## src/rtl/vsel_pkg.sv

```systemverilog
package vsel_pkg;

    localparam int unsigned PC_W      = 15;
    localparam int unsigned BYTE_W    = 8;
    localparam int unsigned PAGE_W    = PC_W - BYTE_W;
    localparam int unsigned N_MASK    = 14;

    localparam logic [BYTE_W-1:0] TBL_BASE  = 8'hE0;
    localparam logic [BYTE_W-1:0] TRAP_SLOT = 8'hFE;
    localparam logic [BYTE_W-1:0] LAST_OFS  = 8'hFF;

    typedef enum logic [1:0] {
        ST_IDLE = 2'd0,
        ST_HI   = 2'd1,
        ST_LO   = 2'd2,
        ST_LOAD = 2'd3
    } vsel_state_e;

    typedef struct packed {
        logic [PAGE_W-1:0] page;
        logic [BYTE_W-1:0] slot;
    } tbl_ptr_t;

    // Offset of the high byte for maskable rank r.
    function automatic logic [BYTE_W-1:0] rank_slot(input int unsigned r);
        return TBL_BASE + BYTE_W'(2 * r);
    endfunction

    // Page that carries the table for an instruction at addr.
    function automatic logic [PAGE_W-1:0] table_page(input logic [PC_W-1:0] addr);
        logic [PAGE_W-1:0] base;
        base = addr[PC_W-1:BYTE_W];
        if (addr[BYTE_W-1:0] == LAST_OFS) begin
            return base + PAGE_W'(1);
        end
        return base;
    endfunction

endpackage

```

## src/rtl/vsel_rank_pick.sv

```systemverilog
module vsel_rank_pick
    import vsel_pkg::*;
#(
    parameter int unsigned N_SRC = N_MASK
) (
    input  logic              clk,
    input  logic              rst,
    input  logic [N_SRC-1:0]  act,
    input  logic              trap,
    output logic [BYTE_W-1:0] slot
);

    logic [BYTE_W-1:0] cand [N_SRC];

    genvar g;
    generate
        for (g = 0; g < int'(N_SRC); g++) begin : g_cand
            assign cand[g] = rank_slot(g);
        end
    endgenerate

    always_comb begin
        slot = TBL_BASE;
        for (int i = 0; i < int'(N_SRC); i++) begin
            if (act[i]) begin
                slot = cand[i];
            end
        end
        if (trap) begin
            slot = TRAP_SLOT;
        end
    end


    slot_legal_chk: assert property (@(posedge clk) disable iff (rst)
        (slot[0] == 1'b0) && (slot != 8'hFC) && (slot >= TBL_BASE));


    trap_top_chk: assert property (@(posedge clk) disable iff (rst)
        trap |-> (slot == 8'hFE));

endmodule

```

## src/rtl/vsel_page_calc.sv

```systemverilog
module vsel_page_calc
    import vsel_pkg::*;
(
    input  logic [PC_W-1:0]   instr_addr,
    output logic [PAGE_W-1:0] page,
    output logic              illegal
);

    always_comb begin
        page    = table_page(instr_addr);
        illegal = (page == '0);
    end

endmodule

```

## src/rtl/vsel_fetch_fsm.sv

```systemverilog
module vsel_fetch_fsm
    import vsel_pkg::*;
(
    input  logic              clk,
    input  logic              rst,
    input  logic              start,
    input  logic [PAGE_W-1:0] page_in,
    input  logic [BYTE_W-1:0] slot_in,
    input  logic              illegal,
    input  logic [BYTE_W-1:0] rom_data,
    output logic              rom_rd,
    output logic [PC_W-1:0]   rom_addr,
    output logic              busy,
    output logic              pc_load,
    output logic [PC_W-1:0]   pc_value,
    output logic              page_err
);

    vsel_state_e          state_q;
    tbl_ptr_t             ptr_q;
    logic [BYTE_W-2:0]    hi_q;
    logic [PC_W-1:0]      pc_q;
    logic                 done_q;
    logic                 err_q;

    always_ff @(posedge clk) begin
        if (rst) begin
            state_q <= ST_IDLE;
            ptr_q   <= '0;
            hi_q    <= '0;
            pc_q    <= '0;
            done_q  <= 1'b0;
            err_q   <= 1'b0;
        end else begin
            done_q <= 1'b0;
            err_q  <= 1'b0;
            unique case (state_q)
                ST_IDLE: begin
                    if (start) begin
                        if (illegal) begin
                            err_q <= 1'b1;
                        end else begin
                            ptr_q.page <= page_in;
                            ptr_q.slot <= slot_in;
                            state_q    <= ST_HI;
                        end
                    end
                end
                ST_HI: begin
                    state_q <= ST_LO;
                end
                ST_LO: begin
                    hi_q    <= rom_data[BYTE_W-2:0];
                    state_q <= ST_LOAD;
                end
                ST_LOAD: begin
                    pc_q    <= {hi_q, rom_data};
                    done_q  <= 1'b1;
                    state_q <= ST_IDLE;
                end
                default: state_q <= ST_IDLE;
            endcase
        end
    end

    always_comb begin
        rom_rd   = (state_q == ST_HI) || (state_q == ST_LO);
        rom_addr = {ptr_q.page, ptr_q.slot[BYTE_W-1:1], (state_q == ST_LO)};
        busy     = (state_q != ST_IDLE);
        pc_load  = done_q;
        pc_value = pc_q;
        page_err = err_q;
    end


    load_then_idle_chk: assert property (@(posedge clk) disable iff (rst)
        (state_q == ST_LOAD) |=> (pc_load && !busy));


    hi_then_lo_chk: assert property (@(posedge clk) disable iff (rst)
        (state_q == ST_HI) |=> (rom_rd && rom_addr[0]));


    busy_start_ignored_chk: assert property (@(posedge clk) disable iff (rst)
        (state_q == ST_LO && start) |=> (state_q == ST_LOAD));


    ptr_hold_chk: assert property (@(posedge clk) disable iff (rst)
        (busy && state_q != ST_IDLE) |=> (state_q == ST_IDLE || $stable(ptr_q)));

endmodule

```

## src/rtl/vsel_unit.sv

```systemverilog
module vsel_unit
    import vsel_pkg::*;
#(
    parameter int unsigned N_SRC = N_MASK
) (
    input  logic              clk,
    input  logic              rst,
    input  logic              start,
    input  logic [PC_W-1:0]   instr_addr,
    input  logic [N_SRC-1:0]  irq_act,
    input  logic              trap_req,
    input  logic              reti_pulse,
    input  logic              gie_clr,
    output logic              rom_rd,
    output logic [PC_W-1:0]   rom_addr,
    input  logic [BYTE_W-1:0] rom_data,
    output logic              busy,
    output logic              pc_load,
    output logic [PC_W-1:0]   pc_value,
    output logic              page_err,
    output logic              gie
);

    logic [BYTE_W-1:0] sel_slot;
    logic [PAGE_W-1:0] sel_page;
    logic              page_bad;
    logic              gie_q;

    vsel_rank_pick #(.N_SRC(N_SRC)) u_rank (
        .clk  (clk),
        .rst  (rst),
        .act  (irq_act),
        .trap (trap_req),
        .slot (sel_slot)
    );

    vsel_page_calc u_page (
        .instr_addr (instr_addr),
        .page       (sel_page),
        .illegal    (page_bad)
    );

    vsel_fetch_fsm u_fsm (
        .clk      (clk),
        .rst      (rst),
        .start    (start),
        .page_in  (sel_page),
        .slot_in  (sel_slot),
        .illegal  (page_bad),
        .rom_data (rom_data),
        .rom_rd   (rom_rd),
        .rom_addr (rom_addr),
        .busy     (busy),
        .pc_load  (pc_load),
        .pc_value (pc_value),
        .page_err (page_err)
    );

    always_ff @(posedge clk) begin
        if (rst) begin
            gie_q <= 1'b0;
        end else if (reti_pulse) begin
            gie_q <= 1'b1;
        end else if (gie_clr) begin
            gie_q <= 1'b0;
        end
    end

    assign gie = gie_q;


    reti_sets_gie_chk: assert property (@(posedge clk) disable iff (rst)
        reti_pulse |=> gie);


    no_page0_read_chk: assert property (@(posedge clk) disable iff (rst)
        rom_rd |-> (rom_addr[PC_W-1:BYTE_W] != '0));


    err_quiet_chk: assert property (@(posedge clk) disable iff (rst)
        page_err |-> (!busy && !pc_load && !rom_rd));


    load_pulse_chk: assert property (@(posedge clk) disable iff (rst)
        pc_load |=> !pc_load);

endmodule

```

## config.mk

```make
export PLATFORM = sky130hd
export DESIGN_NAME = vsel_unit
export DESIGN_NICKNAME = d
export VERILOG_FILES = /design/src/rtl/vsel_pkg.sv /design/src/rtl/vsel_rank_pick.sv /design/src/rtl/vsel_page_calc.sv /design/src/rtl/vsel_fetch_fsm.sv /design/src/rtl/vsel_unit.sv
export SDC_FILE = /design/constraint.sdc
export NUM_CORES = 1
export LEC_CHECK = 0
export BUFFER_PORTS_ARGS = -buffer_cell sky130_fd_sc_hd__buf_2
export CAP_MARGIN = 20
export CORE_MARGIN = 8
export CORE_UTILIZATION = 30
export DETAILED_ROUTE_END_ITERATION = 7
export GPL_TIMING_DRIVEN = 0
export PLACE_DENSITY_LB_ADDON = 0.2
export SYNTH_ARGS = -nofsm -noshare
export SYNTH_HDL_FRONTEND = slang
export SYNTH_SLANG_ARGS = --single-unit
export TNS_END_PERCENT = 20
```

## constraint.sdc

```tcl
create_clock -name clk -period 2.67 [get_ports clk]
set_input_delay 0.4005 -clock clk [delete_from_list [all_inputs] [get_ports clk]]
set_output_delay 0.4005 -clock clk [all_outputs]
set_load 0.005 [all_outputs]
```

==> impl_metrics.json <==
{
  "status": "complete, no violations",
  "period_minus_slack_ns": 2.190,
  "setup_viol": 0,
  "post_cts_buffers": 0,
  "numCtsBuffers": 5,
  "ioPinCount": 78,
  "end_kind": "register",
  "syn-num-nets": 252,
  "dp_slack_ns": 0.1860,
  "power.total_w": 0.001709,
  "finalWorstSetupSlack_ns": 0.4803,
  "ctsHoldBuffers": 0,
  "htreeDepth": 2,
  "synth_edf_count": 0,
  "gp_congestion": 0.7882,
  "max_stage_delay_ns": 0.44,
  "power.internal_w": 0.001152,
  "die_area_mm2": 0.009329,
  "clkSinkCount": 39,
  "area_delta_synth_final_pct": 28.97,
  "hold_depth": 3,
  "synth_warnings": 0,
  "arrival_ns": 2.37,
  "critPathLaunchType": "primary input",
  "post-route-util_pct": 39.79,
  "syn_area_mm2": 0.001948,
  "cts_tree": "built",
  "fin_crit_sh_pct": 82.01,
  "fin_nets": 334,
  "drt_wl_total_mm": 5.001,
  "vias_per_cell": 4.613,
  "port_buffers": 75,
  "r2r_start": "u_fsm.state_q[1]$_SDFFE_PP0P_",
  "combPwrFrac_pct": 33.6,
  "maxSlewViolCount": 0,
  "powerDensity_mw_per_mm2": 680.3,
  "antenna_found_initial": 0,
  "max-slew-margin-rel_pct": 55.62,
  "critPathTopFamily": "simple AND/OR/NAND/NOR gates",
  "clockBufferDepth": 2,
  "critPathRequiredTime_ns": 2.85,
  "fillers": 671,
  "insertion_delay_ns": 0.29,
  "yosysSeqAreaShare_pct": 40.08,
  "power_leakage_nw": 1.116,
  "reg2reg_slack_ns": 0.75,
  "layout-drive-gt1-share_pct": 36.93,
  "min_from": "reti_pulse",
  "worstSetupPathType": "in2reg",
  "synth_ff_type": "dfxtp_1",
  "clkTransAtPathRegs_ns": 0.08,
  "wl_per_cell_um": 13.74,
  "synth_area_per_cell_um2": 9.550,
  "clockRootBuffer": "clkbuf_8",
  "synth_cell_types": 43,
  "firstDrtPassIters": 4,
  "grt_pass1_vias": 1708,
  "reg2reg_depth": 5,
  "placed_cells": 356,
  "p_sw_w": 0.0005574,
  "fp.coreArea_mm2": 0.006314,
  "clock_power_share_pct": 24.1,
  "grt_overflow": 0,
  "drt_iter0_markers": 79,
  "fp.dieW_um": 96.59,
  "fin_worst_skew_ns": 0.008543,
  "grt_max_degree": 15,
  "hold_end": "gie$_SDFFE_PP0P_",
  "dp_hpwl_mm": 3.816,
  "async_reset_ff_share_pct": 0,
  "cap_violations": 0,
  "final_antenna_net_count": 0,
  "initial_core_util_pct": 30.86,
  "synth_cells": 204,
  "grt_use_total_pct": 10.75,
  "max_freq_ghz": 0.4567,
  "swShare_pct": 32.61,
  "hold_path_class": "in2reg",
  "finalSetupTns_ns": 0,
  "worst_pin_slew_ns": 0.6657,
  "seqPwrFrac_pct": 42.3,
  "grt_pass1_wl_mm": 7.948,
  "drc": 0,
  "cts_resized": 0,
  "die_h_um": 96.59,
  "final_hold_viol_count": 0,
  "slowest_stage": "or3_2",
  "ir_worst_vdd_uv": 324.2,
  "final_cell_count_no_fill": 364,
  "path_buf_inv": 2,
  "synth.ff_latch_count": 39,
  "rsz0062_at_grt": "no",
  "reg2reg_to": "u_fsm.pc_value[11]$_SDFFE_PP0P_",
  "crit_fanout": 10,
  "path_cells": "buf_2 -> ha_1 -> nand3_2 -> nor3_2 -> or3_2 -> a22oi_4 -> a31o_1 -> buf_6 -> mux2_4",
  "num_vias": 1679,
  "diodes": 0,
  "row_count": 29
}
[cells in the mapped netlist (2+ instances only)]
master    count  area share (%)
mux2_4        5             3.9
inv_1        11             2.1
o21ai_0       3            0.77
dfxtp_1      39              40
ha_1          5             3.2
nor3_1        2            0.51
o31ai_1       3             1.2
xor2_1        2            0.90
mux2i_1      26              13
o32ai_1       2            0.90
nand4_4       2             2.2
xnor2_1       5             2.2
a21oi_1       9             2.3
buf_6         2             1.2
nor2_1       32             6.2
nand2_1      14             2.7
clkbuf_1      7             1.3
nand3_1       4             1.0
nor2b_1       6             1.9
buf_4         2            0.77
[how the worst max path moves through the flow]
| stage | from | to | cells after the start |
|---|---|---|---|
| 6_report | instr_addr[8] | u_fsm.rom_addr[12]$_SDFFE_PP0P_ | 9 |
| 5_1_grt | instr_addr[8] | u_fsm.rom_addr[9]$_SDFFE_PP0P_ | 9 |
| 4_1_cts | instr_addr[8] | u_fsm.rom_addr[12]$_SDFFE_PP0P_ | 9 |
| 3_5_place_dp | instr_addr[8] | u_fsm.rom_addr[8]$_SDFFE_PP0P_ | 9 |
| 3_3_place_gp | instr_addr[8] | u_fsm.rom_addr[9]$_SDFFE_PP0P_ | 9 |
| 2_1_floorplan | instr_addr[8] | u_fsm.rom_addr[12]$_SDFFE_PP0P_ | 8 |
[cell families after synthesis]
| kind of cell | count (synthesis) | share of synthesized area [%] |
|---|---|---|
| AO/OA/AOI/OAI | 28 | 11.24 |
| XOR/XNOR | 7 | 3.147 |
| adder cells (fa/ha/maj) | 5 | 3.211 |
| buffers and inverters | 23 | 5.587 |
| flip-flops | 39 | 40.08 |
| multiplexers | 31 | 17.21 |
| AND/OR/NAND/NOR | 71 | 19.53 |
[placed cells by master (no fill, tap or decap), drive strengths merged, types with 3 or more instances in the layout]
cell type / n
a21oi: 9
nor2b: 6
mux2: 5
nand3: 5
o31ai: 3
nand2: 14
nor3: 3
buf: 80
xnor2: 5
clkbuf: 12
o21ai: 3
ha: 5
dfxtp: 39
inv: 12
nor2: 33
mux2i: 26
[flip-flops by register name (all words and copies together) (netlist names)]
signal          cells
u_fsm.state_q       2
u_fsm.pc_load       1
u_fsm.hi_q          7
u_fsm.pc_value     15
u_fsm.rom_addr     12
u_fsm.page_err      1
gie                 1
[area by class of cell]
class | instances | area [um^2] | share of cell area (%)
Multi-Input combinational cell | 142 | 1059 | 42.13
Buffer | 12 | 67.56 | 2.689
Sequential cell | 39 | 780.7 | 31.08
Clock inverter | 3 | 23.77 | 0.9462
Clock buffer | 5 | 68.82 | 2.739
Inverter | 11 | 41.29 | 1.643
Timing Repair Buffer | 75 | 375.4 | 14.94
Tap cell | 77 | 96.34 | 3.835
[layer usage]
layer | up-vias | GRT usage (%) | share of wire, %
met3 | 4 | 4.019 | 11
met4 | 0 | 3.531 | 1.1
met2 | 63 | 16.52 | 43
met5 | - | 0 | 0
li1 | 868 | - | -
met1 | 744 | 13.55 | 45
[tightest hold or removal path: cells and delay by family]
kind	cells	cell delay [ns]
buffers and inverters	1	0.08
AND/OR/NAND/NOR	1	0.06
AO/OA/AOI/OAI	1	0.03
[power groups by stage]
stage	clock network, W	registers, W	logic, W
2_1_floorplan	0	0.000735	0.000375
3_3_place_gp	0	0.000736	0.000580
3_5_place_dp	0	0.000737	0.000585
4_1_cts	0.000433	0.000724	0.000589
5_1_grt	0.000454	0.000736	0.000648
6_report	0.000411	0.000723	0.000575
[metrics by stage]
stage | cell area, um^2 | hold WS (ns)
after detailed placement | 2420 | 0.4582
after global placement | 2420 | 0.4496
final | 2512 | 0.3157
after global routing | 2512 | 0.3393
after CTS | 2512 | 0.3081
after floorplan | 1948 | 0.4521
No activity file was read; power rests on OpenSTA's default activity.
